==> src/rtl/div_pkg.sv <==
package div_pkg;
   typedef enum logic [1:0] {
      PH_IDLE  = 2'd0,
      PH_SETUP = 2'd1,
      PH_ITER  = 2'd2
   } div_phase_e;
endpackage

==> src/rtl/div_step.sv <==
// One restoring step: optional doubling of the partial remainder, trial
// subtraction of the divisor, and keep-or-restore on the sign of the result.
module div_step #(
   parameter int MW = 64
) (
   input  logic [MW:0]   rem_in,
   input  logic [MW-1:0] divisor,
   input  logic          pre_shift,
   output logic          q_bit,
   output logic [MW:0]   rem_out
);
   localparam int DW = MW + 2;

   logic [DW-1:0] lhs;
   logic [DW-1:0] trial;

   always_comb begin
      lhs     = pre_shift ? {rem_in, 1'b0} : {1'b0, rem_in};
      trial   = lhs - {2'b00, divisor};
      q_bit   = ~trial[DW-1];
      rem_out = q_bit ? trial[MW:0] : lhs[MW:0];
   end
endmodule

==> src/rtl/div_expo.sv <==
// Exponent difference widened by one bit, and the sign of the quotient.
module div_expo #(
   parameter int EW = 11
) (
   input  logic signed [EW-1:0] ea,
   input  logic signed [EW-1:0] eb,
   input  logic                 sa,
   input  logic                 sb,
   output logic signed [EW:0]   ediff,
   output logic                 sign
);
   logic signed [EW:0] ea_w;
   logic signed [EW:0] eb_w;

   always_comb begin
      ea_w  = {ea[EW-1], ea};
      eb_w  = {eb[EW-1], eb};
      ediff = ea_w - eb_w;
      sign  = sa ^ sb;
   end
endmodule

==> src/rtl/div_ctrl.sv <==
// Sequencer: idle -> setup (one cycle) -> MW-1 iteration cycles -> idle.
module div_ctrl
   import div_pkg::*;
#(
   parameter int MW = 64,
   localparam int CW = $clog2(MW)
) (
   input  logic          clk,
   input  logic          rst_n,
   input  logic          start,
   output logic          accept,
   output logic          do_setup,
   output logic          do_iter,
   output logic          finish,
   output logic          busy,
   output logic          done,
   output logic [CW-1:0] bit_idx
);
   div_phase_e    phase;
   logic [CW-1:0] cnt;

   always_ff @(posedge clk or negedge rst_n) begin
      if (!rst_n) begin
         phase <= PH_IDLE;
         cnt   <= '0;
         done  <= 1'b0;
      end else begin
         done <= 1'b0;
         case (phase)
            PH_IDLE: begin
               if (start) phase <= PH_SETUP;
            end
            PH_SETUP: begin
               cnt   <= CW'(MW - 2);
               phase <= PH_ITER;
            end
            PH_ITER: begin
               if (cnt == '0) begin
                  phase <= PH_IDLE;
                  done  <= 1'b1;
               end else begin
                  cnt <= cnt - 1'b1;
               end
            end
            default: phase <= PH_IDLE;
         endcase
      end
   end

   always_comb begin
      busy     = (phase != PH_IDLE);
      accept   = start && (phase == PH_IDLE);
      do_setup = (phase == PH_SETUP);
      do_iter  = (phase == PH_ITER);
      finish   = do_iter && (cnt == '0);
      bit_idx  = cnt;
   end

   // done lasts a single cycle
   a_r3_done_single: assert property (@(posedge clk) disable iff (!rst_n)
      done |=> !done);
   // once busy, stays busy until the completion edge raises done
   a_r3_busy_until_done: assert property (@(posedge clk) disable iff (!rst_n)
      busy |=> (busy || done));
   // done is only raised by a run that was in progress
   a_r3_done_after_busy: assert property (@(posedge clk) disable iff (!rst_n)
      $rose(done) |-> $past(busy));
   // start during a run does not restart the sequence
   a_r2_no_restart: assert property (@(posedge clk) disable iff (!rst_n)
      (do_iter && start) |=> !do_setup);
endmodule

==> src/rtl/iter_mant_divider.sv <==
module iter_mant_divider #(
   parameter int MW = 64,
   parameter int EW = 11
) (
   input  logic                 clk,
   input  logic                 rst_n,
   input  logic                 start,
   input  logic                 a_sign,
   input  logic signed [EW-1:0] a_exp,
   input  logic [MW-1:0]        a_mant,
   input  logic                 b_sign,
   input  logic signed [EW-1:0] b_exp,
   input  logic [MW-1:0]        b_mant,
   output logic                 busy,
   output logic                 done,
   output logic                 q_sign,
   output logic signed [EW:0]   q_exp,
   output logic [MW-1:0]        q_mant,
   output logic                 q_sticky
);
   localparam int CW = $clog2(MW);

   generate
      if (MW < 4) begin : g_bad_mw
         $error("iter_mant_divider: MW must be at least 4");
      end
      if (EW < 2) begin : g_bad_ew
         $error("iter_mant_divider: EW must be at least 2");
      end
   endgenerate

   logic          accept, do_setup, do_iter, finish;
   logic [CW-1:0] bit_idx;

   logic [MW-1:0]      xm, ym;
   logic [MW:0]        rem;
   logic [MW-1:0]      qw;
   logic signed [EW:0] ex_r;
   logic               sg_r;

   logic signed [EW:0] ediff_w;
   logic               sign_w;

   logic        s0_bit, s1_bit, it_bit;
   logic [MW:0] s0_rem, s1_rem, it_rem;

   div_ctrl #(.MW(MW)) u_ctrl (
      .clk(clk), .rst_n(rst_n), .start(start),
      .accept(accept), .do_setup(do_setup), .do_iter(do_iter),
      .finish(finish), .busy(busy), .done(done), .bit_idx(bit_idx)
   );

   div_expo #(.EW(EW)) u_expo (
      .ea(a_exp), .eb(b_exp), .sa(a_sign), .sb(b_sign),
      .ediff(ediff_w), .sign(sign_w)
   );

   // Setup: X - Y decides normalization; otherwise 2X - Y (always >= 0).
   div_step #(.MW(MW)) u_setup_direct (
      .rem_in({1'b0, xm}), .divisor(ym), .pre_shift(1'b0),
      .q_bit(s0_bit), .rem_out(s0_rem)
   );
   div_step #(.MW(MW)) u_setup_doubled (
      .rem_in({1'b0, xm}), .divisor(ym), .pre_shift(1'b1),
      .q_bit(s1_bit), .rem_out(s1_rem)
   );
   // Iteration: shift, subtract, keep or restore.
   div_step #(.MW(MW)) u_iter (
      .rem_in(rem), .divisor(ym), .pre_shift(1'b1),
      .q_bit(it_bit), .rem_out(it_rem)
   );

   always_ff @(posedge clk or negedge rst_n) begin
      if (!rst_n) begin
         xm       <= '0;
         ym       <= '0;
         rem      <= '0;
         qw       <= '0;
         ex_r     <= '0;
         sg_r     <= 1'b0;
         q_sign   <= 1'b0;
         q_exp    <= '0;
         q_mant   <= '0;
         q_sticky <= 1'b0;
      end else begin
         if (accept) begin
            xm   <= a_mant;
            ym   <= b_mant;
            ex_r <= ediff_w;
            sg_r <= sign_w;
         end
         if (do_setup) begin
            rem        <= s0_bit ? s0_rem : s1_rem;
            qw         <= '0;
            qw[MW-1]   <= 1'b1;
            if (!s0_bit) ex_r <= ex_r - 1'b1;
         end
         if (do_iter) begin
            rem          <= it_rem;
            qw[bit_idx]  <= it_bit;
         end
         if (finish) begin
            q_mant   <= {qw[MW-1:1], it_bit};
            q_sticky <= |it_rem;
            q_exp    <= ex_r;
            q_sign   <= sg_r;
         end
      end
   end

   // operands must arrive normalized
   a_r4_inputs_normal: assert property (@(posedge clk) disable iff (!rst_n)
      accept |-> (a_mant[MW-1] && b_mant[MW-1]));
   // doubling a dividend smaller than the divisor always clears it
   a_r4_doubled_fits: assert property (@(posedge clk) disable iff (!rst_n)
      (do_setup && !s0_bit) |-> s1_bit);
   // partial remainder stays below the divisor through the loop
   a_r7_rem_below_divisor: assert property (@(posedge clk) disable iff (!rst_n)
      do_iter |-> (rem < {1'b0, ym}));
   // quotient leaves normalized
   a_r4_top_bit: assert property (@(posedge clk) disable iff (!rst_n)
      done |-> q_mant[MW-1]);
   // operands are not reloaded while busy
   a_r2_operands_kept: assert property (@(posedge clk) disable iff (!rst_n)
      (busy && start) |=> ($stable(ym) && $stable(xm)));
   // results hold while idle
   a_r8_hold_idle: assert property (@(posedge clk) disable iff (!rst_n)
      (!busy && !start) |=> ($stable(q_mant) && $stable(q_exp) &&
                             $stable(q_sticky) && $stable(q_sign)));
endmodule

==> config.mk <==
export PLATFORM = sky130hd
export DESIGN_NAME = iter_mant_divider
export DESIGN_NICKNAME = d
export VERILOG_FILES = /design/src/rtl/div_pkg.sv /design/src/rtl/div_step.sv /design/src/rtl/div_expo.sv /design/src/rtl/div_ctrl.sv /design/src/rtl/iter_mant_divider.sv
export SDC_FILE = /design/constraint.sdc
export NUM_CORES = 1
export LEC_CHECK = 0
export BUFFER_PORTS_ARGS = -buffer_cell sky130_fd_sc_hd__buf_2
export CAP_MARGIN = 20
export CORE_AREA = 4 4 234 327
export CTS_CLUSTER_SIZE = 30
export DETAILED_ROUTE_END_ITERATION = 7
export DIE_AREA = 0 0 238 331
export PLACE_DENSITY = 0.54
export SLEW_MARGIN = 15
export SYNTH_ARGS = -nofsm -noshare
export SYNTH_HDL_FRONTEND = slang
export SYNTH_SLANG_ARGS = --single-unit
==> constraint.sdc <==
create_clock -name clk -period 6.55 [get_ports clk]
set_input_delay 0.3275 -clock clk [delete_from_list [all_inputs] [get_ports clk]]
set_output_delay 0.3275 -clock clk [all_outputs]
set_load 0.01 [all_outputs]
==> flow_summary.ini, run 1 <==
[run_status]
status = complete, no violations

[logic_synthesis]
netlist-cell-type-count = 90
ys_warn_count = 0
synth_top_area_share = 0.305
ys_ff_latch = 356
synth_fa_ha_area_frac = 0.0914
syn_avg_cell_area_um2 = 8.64
synthesis.area_um2 = 29200
ys.flop_type = dfrtp_1
syn_nets = 3747
yosysSeqAreaShare = 0.305
synth_top_family_by_area = compound AO/OA/AOI/OAI gates
synth_xor_area_frac = 0.0471
yosys.area_share.simple = 0.170
muxShareOfSynthArea = 0.0987
synth_edf_count = 0
synthArstFlopShare = 1.00
synth-compound-area-share = 0.243
yosysTopAreaCell = dfrtp_1
ys_top_cells_by_area = dfrtp_1, ha_1, mux2_2
syn-instance-count = 3381

[timing]
min_period_ps = 5580
finalSetupViolations = 0
maxSlewViolCount = 0
skew_ps = 19.3
slew_headroom = 0.217
hold_viol_final = 0
fin_crit_sh = 0.852
fin_tns_setup_ps = 0
worst_pin_slew_ps = 1160
fmax_ghz = 0.179
rsz0062_at_grt = false

[critical_path]
crit_path_cell_trace = inv_1 -> ha_1 -> a21o_1 -> a21o_1 -> a21oi_1 -> o311ai_0 -> a311oi_1 -> mux2_2 -> nor3_4 -> buf_4 -> mux2i_1 -> o2111a_1 -> nand4_1 -> a2111oi_2 -> nor2_1
cpMostUsedCell = a21o_1
setup.worst_path.end_class = flop
worstPathArrival_ps = 6060
path_max_fanout = 14
path_class = reg2reg
slowest_delay_ps = 780
start_kind = flop
crit_family = compound AO/OA/AOI/OAI gates
required_ps = 7030
crit_buf_inv = 2
critPathSlowestCell = a311oi_1

[cts]
cts_tree = yes
cts_buffers = 41
clock_latency_ps = 610
htreeDepth = 2
cts_num_sinks = 356
clockRootBuffer = clkbuf_16
clockBufferDepth = 3
cts_resized = 0
clk_pin_slew_ps = 60

[placement]
place_congestion = 1.01
hpwl_mm = 83.9
io_buffers = 234

[global_route]
grt_pass1_vias = 27500
grt_overflow = 0
grt.total_usage = 0.265
grt_pass1_wl_mm = 164
grt_start_max_net_pins = 138
antenna_found_initial = 0

[floorplan]
row_count = 118
io_pins = 235
die_w_um = 238
fp.dieArea_um2 = 78800
die_h_um = 331
start_util = 0.396
coreArea_um2 = 73700

[job]
cap_viol_max_count = 0

[layout]
area_delta_synth_final_pct = 16.3
nNetsFinal = 4013
final_util = 0.461
drive_gt1_frac = 0.168
diodes = 0

[detailed_routing]
vias = 27500
dr.pass1.iters = 6
post_drt_wl_per_cell_um = 23.3
drc_errors = 0
wl_mm = 108
drt-vias-per-instance = 5.93
antenna_left = 0
drt_iter0_drc = 1732

[min_path]
worstHoldPathType = in2reg
[area by class of cell]
| class | instances | area, µm² |
|---|---|---|
| fillers | 7345 | 39700 |
| multi-input cells | 2700 | 19100 |
| flip-flops and latches | 356 | 8910 |
| repair buffers | 402 | 2790 |
| clock buffers | 60 | 1230 |
| well taps | 960 | 1200 |
| inverters | 146 | 548 |
| clock inverters | 14 | 201 |
[worst reg2reg max path, cell delays in order, from the launching register on]
cell       delay [ps]
dfrtp_1           370
inv_1             220
ha_1              400
a21o_1            230
a21o_1            170
a21oi_1           230
o311ai_0          170
a311oi_1          780
mux2_2            460
nor3_4            590
buf_4             370
mux2i_1           540
o2111a_1          340
nand4_1           130
a2111oi_2         410
nor2_1             70
[repair_timing]
item / in CTS / in global routing
endpoints found under the hold margin: 214 / 0
hold buffers: 129 / 0
buffers inserted: 0 / 0
[path summary, 6_finish.rpt]
path | startpoint | endpoint | slack, ps | cells after the start
worst max-delay path | ym[58] | q_sticky | 970 | 15
worst min-delay path | a_sign | sg_r | 40 | 3
worst max register to register | ym[58] | q_sticky | 970 | 15
worst min register to register | sg_r | sg_r | 480 | 2
max in group asynchronous | rst_n | ym[39] | 4920 | 3
min in group asynchronous | rst_n | q_mant[37] | 300 | 2
[registers in the layout (all words and copies together) (netlist names)]
signal	cells
u_ctrl.done	1
sg_r	1
ym	64
q_sticky	1
ex_r	12
xm	64
q_mant	64
qw	63
u_ctrl.bit_idx	6
u_ctrl.phase	2
rem	65
q_sign	1
q_exp	12
[metrics by stage]
stage / hold WS (ps) / setup slack (ps) / area, µm² / instances
after floorplan: 31.9 / 2400 / 29200 / 3381
after global placement: 393 / 1020 / 31200 / 4435
after detailed placement: 387 / 1010 / 31200 / 4435
after CTS: 0.0628 / 976 / 34000 / 4638
after global routing: 30.1 / 675 / 34000 / 4638
final: 43.4 / 967 / 34000 / 4638
[kinds of logic after synthesis]
family          count (synthesis)
flops                         356
mux                           260
compound gates               1087
buf+inv                       325
fa+ha+maj                     211
xor+xnor                      157
simple gates                  985
[cell usage in the layout, fill, tap and decap left out, types with 17 or more instances in the layout]
cell | Yosys | final
nand4_1 | 64 | 64
o211ai_1 | 33 | 33
and3_1 | 37 | 37
nor4_1 | 22 | 21
a21o_1 | 156 | 156
nand3b_1 | 32 | 32
and2_1 | 31 | 30
mux2_2 | 224 | 224
a221o_1 | 19 | 19
a21boi_0 | 19 | 19
nor3_1 | 55 | 55
o21ai_0 | 243 | 243
a21oi_1 | 294 | 294
buf_2 | 29 | 233
nand2_1 | 269 | 266
nor2_1 | 219 | 217
xor2_1 | 60 | 60
o31ai_1 | 17 | 17
dfrtp_1 | 356 | 356
a311oi_1 | 19 | 19
xnor2_1 | 97 | 97
clkbuf_16 | 0 | 41
o21a_1 | 30 | 30
buf_4 | 2 | 37
a211oi_1 | 39 | 38
nor2b_1 | 30 | 30
mux2i_1 | 36 | 36
nand2b_1 | 33 | 33
ha_1 | 207 | 205
dlygate4sd3_1 | 0 | 129
inv_1 | 145 | 145
a31oi_1 | 32 | 31
nand3_1 | 79 | 78
o21bai_1 | 28 | 28
nor3b_1 | 41 | 41
or3_1 | 20 | 20
[metal layers]
| layer | up-vias | wire length (µm) | GRT usage |
|---|---|---|---|
| met5 | - | 0 | 0 |
| met4 | 0 | 6010 | 0.131 |
| met3 | 237 | 4350 | 0.0287 |
| met2 | 806 | 56400 | 0.498 |
| met1 | 13400 | 41500 | 0.297 |
| li1 | 13100 | - | - |
[cells in the mapped netlist, types with 12 or more instances]
library cell    n
o21ai_0       243
o21bai_1       28
nand3_1        79
nor3_1         55
o221ai_1       12
a221o_1        19
ha_1          207
a31oi_1        32
xnor2_1        97
mux2i_1        36
nand3b_1       32
nand2_1       269
nand4_1        64
o31ai_1        17
a21o_1        156
o211ai_1       33
nor2b_1        30
a311oi_1       19
and2_1         31
inv_1         145
a21oi_1       294
a21boi_0       19
nor2_1        219
a211o_1        15
mux2_2        224
o21a_1         30
a221oi_1       12
a211oi_1       39
clkbuf_1      139
dfrtp_1       356
and3_1         37
or3_1          20
nor4_1         22
nand2b_1       33
nor3b_1        41
buf_2          29
xor2_1         60
and4_1         12
Power of run 1 is left out: the tool's default activity adds up to more than one toggle a clock period on the data nets, which glitch-free logic cannot reach.
==> inputs of run 2 (changes only) <==
--- a/config.mk
+++ b/config.mk
@@ -7,12 +7,13 @@
 export LEC_CHECK = 0
 export BUFFER_PORTS_ARGS = -buffer_cell sky130_fd_sc_hd__buf_2
 export CAP_MARGIN = 20
-export CORE_AREA = 4 4 234 327
+export CORE_AREA = 2 2 238 334
 export CTS_CLUSTER_SIZE = 30
 export DETAILED_ROUTE_END_ITERATION = 7
-export DIE_AREA = 0 0 238 331
-export PLACE_DENSITY = 0.54
+export DIE_AREA = 0 0 240 336
+export PLACE_DENSITY = 0.57
 export SLEW_MARGIN = 15
 export SYNTH_ARGS = -nofsm -noshare
 export SYNTH_HDL_FRONTEND = slang
+export SYNTH_HIERARCHICAL = 1
 export SYNTH_SLANG_ARGS = --single-unit
==> run 2 against run 1 <==
Compared with the run above: via count is 9.1% higher; synthesized area is 14% higher; maximum frequency is 4.6% higher; flip-flop and latch count unchanged; cell area rose by 11%; first-iteration DRC count grew 1.8%; setup slack improved by 250 ps; synthesized cell count rose by 18%; global-route usage up 0.44 points; cell count grew 14%; critical path depth grew 1; register-to-register slack gained 250 ps; critical path type unchanged.
==> flow_summary.ini, run 2 <==
[detailed_routing]
dr.pass1.iters = 7
antenna_left = 0
drc_errors = 0
wl_mm = 110
post_drt_wl_per_cell_um = 20.8
drt_iter0_drc = 1764
drt-vias-per-instance = 5.66
vias = 30000

[min_path]
worstHoldPathType = in2reg

[timing]
fin_crit_sh = 0.814
slew_headroom = 0.326
finalSetupViolations = 0
maxSlewViolCount = 0
worst_pin_slew_ps = 995
fmax_ghz = 0.187
fin_tns_setup_ps = 0
rsz0062_at_grt = false
hold_viol_final = 0
skew_ps = 25.8
min_period_ps = 5330

[global_route]
grt_pass1_vias = 29900
grt_overflow = 0
grt.total_usage = 0.270
grt_start_max_net_pins = 196
antenna_found_initial = 4
grt_pass1_wl_mm = 171

[critical_path]
start_kind = flop
setup.worst_path.end_class = flop
crit_buf_inv = 1
cpMostUsedCell = nor4_1
slowest_delay_ps = 610
critPathSlowestCell = buf_4
path_class = reg2reg
crit_path_cell_trace = mux2_2 -> ha_1 -> and2_4 -> a2111o_1 -> o2111ai_2 -> and2_2 -> a21oi_2 -> o41a_4 -> a31oi_4 -> xnor2_4 -> buf_4 -> o21ai_0 -> nor4_1 -> nand4_1 -> nor4_1 -> a21oi_1
path_max_fanout = 70
crit_family = compound AO/OA/AOI/OAI gates
worstPathArrival_ps = 5820
required_ps = 7040

[logic_synthesis]
syn-instance-count = 4003
muxShareOfSynthArea = 0.174
synthesis.area_um2 = 33200
yosys.area_share.simple = 0.163
ys_warn_count = 6
synth-compound-area-share = 0.202
netlist-cell-type-count = 112
synth_fa_ha_area_frac = 0.0800
synth_top_area_share = 0.268
ys_ff_latch = 356
synth_xor_area_frac = 0.0495
synth_edf_count = 0
yosysTopAreaCell = dfrtp_1
ys_top_cells_by_count = nand2_1, mux2_2, a21oi_1
synth_top_family_by_area = compound AO/OA/AOI/OAI gates
ys.flop_type = dfrtp_1
synth_most_common_cell = nand2_1
syn_avg_cell_area_um2 = 8.30
synthArstFlopShare = 1.00
yosysSeqAreaShare = 0.268
ys_top_cells_by_area = dfrtp_1, mux2_2, ha_1

[layout]
diodes = 0
drive_gt1_frac = 0.200
nNetsFinal = 4581
largest_reg_flops = 65
area_delta_synth_final_pct = 13.7
layout_common_cells = nand2_1, mux2_2, a21oi_1, dfrtp_1, o21ai_0
regMostFlops = rem
mostFrequentLayoutCell = nand2_1

[cts]
cts_resized = 0
htreeDepth = 2
cts_num_sinks = 356
cts_tree = yes
clockBufferDepth = 3
clk_pin_slew_ps = 60
clockRootBuffer = clkbuf_16
cts_setup_buffers = 0
clock_latency_ps = 620
cts_buffers = 44

[run_status]
status = complete, no violations

[floorplan]
die_w_um = 240
row_count = 121
start_util = 0.429
io_pins = 235
fp.dieArea_um2 = 80600
coreArea_um2 = 77500
die_h_um = 336

[placement]
io_buffers = 234
hpwl_mm = 83.1
place_congestion = 0.928

[job]
cap_viol_max_count = 0
-- run 2: changes by cell type after synthesis, moves of 73 or more --
cell     before  now
mux2_2      224  394
inv_1       145  272
a21o_1      156   67
a21oi_1     294  373
nor2_1      219  292
nand2_1     269  405
-- run 2: timing repair --
action | CTS | global route
hold endpoints to repair | 216 | 0
hold buffers | 127 | 0
endpoints found under the setup margin | 0 | 0
-- run 2: routing by layer --
layer	wire [µm]	vias to the layer above	track usage	part of all wire
met5	13	-	0	0.00012
met4	5020	2	0.117	0.045
met3	3910	211	0.0283	0.035
met2	56600	715	0.499	0.51
met1	44800	14400	0.311	0.41
li1	-	14600	-	-
-- run 2: per-stage QoR --
step	hold slack, ps	worst slack [ps]	util	area [µm²]	std cells
floorplan	31.9	2390	-	33300	4014
global placement	414	1340	0.452	35000	5088
detailed placement	426	1330	0.452	35000	5088
CTS	19.6	1290	0.487	37800	5297
global route	12.2	943	0.487	37800	5297
finish	41.4	1220	0.487	37800	5297
-- run 2: path summary, 6_finish.rpt --
path	from	cells past startpoint	to	slack, ps
min in group asynchronous	rst_n	2	xm[63]	330
worst max register to register	rem[19]	16	q_sticky	1220
worst max-delay path	rem[19]	16	q_sticky	1220
worst min-delay path	b_mant[17]	2	ym[17]	40
worst min register to register	q_sign	1	q_sign	500
max in group asynchronous	rst_n	3	q_mant[33]	4760
-- run 2: worst reg2reg max path, delay by kind of cell, from the launching register on --
| kind | cells | cell delay (ps) |
|---|---|---|
| and+or+nand+nor | 5 | 1530 |
| muxes | 1 | 290 |
| xor gates and xnor gates | 1 | 150 |
| adders and majority gates | 1 | 430 |
| DFF | 1 | 390 |
| buffers and inverters | 1 | 610 |
| AOI/OAI and AO/OA | 7 | 1810 |
-- run 2: cell type report --
cell class / instances / area [µm²]
tap: 1045 / 1310
clock buffer: 56 / 1190
inverter: 273 / 1030
clock inverter: 26 / 305
fill: 7738 / 39700
multi-input combinational: 3156 / 22300
sequential: 356 / 8910
timing repair buffer: 385 / 2720
-- run 2: cell families after synthesis --
group,Yosys count
xor+xnor,184
mux,521
fa+ha+maj,210
compound gates,1084
flops,356
other cells,2
simple gates,1144
buf+inv,502
Power of run 2 is left out for the same reason.
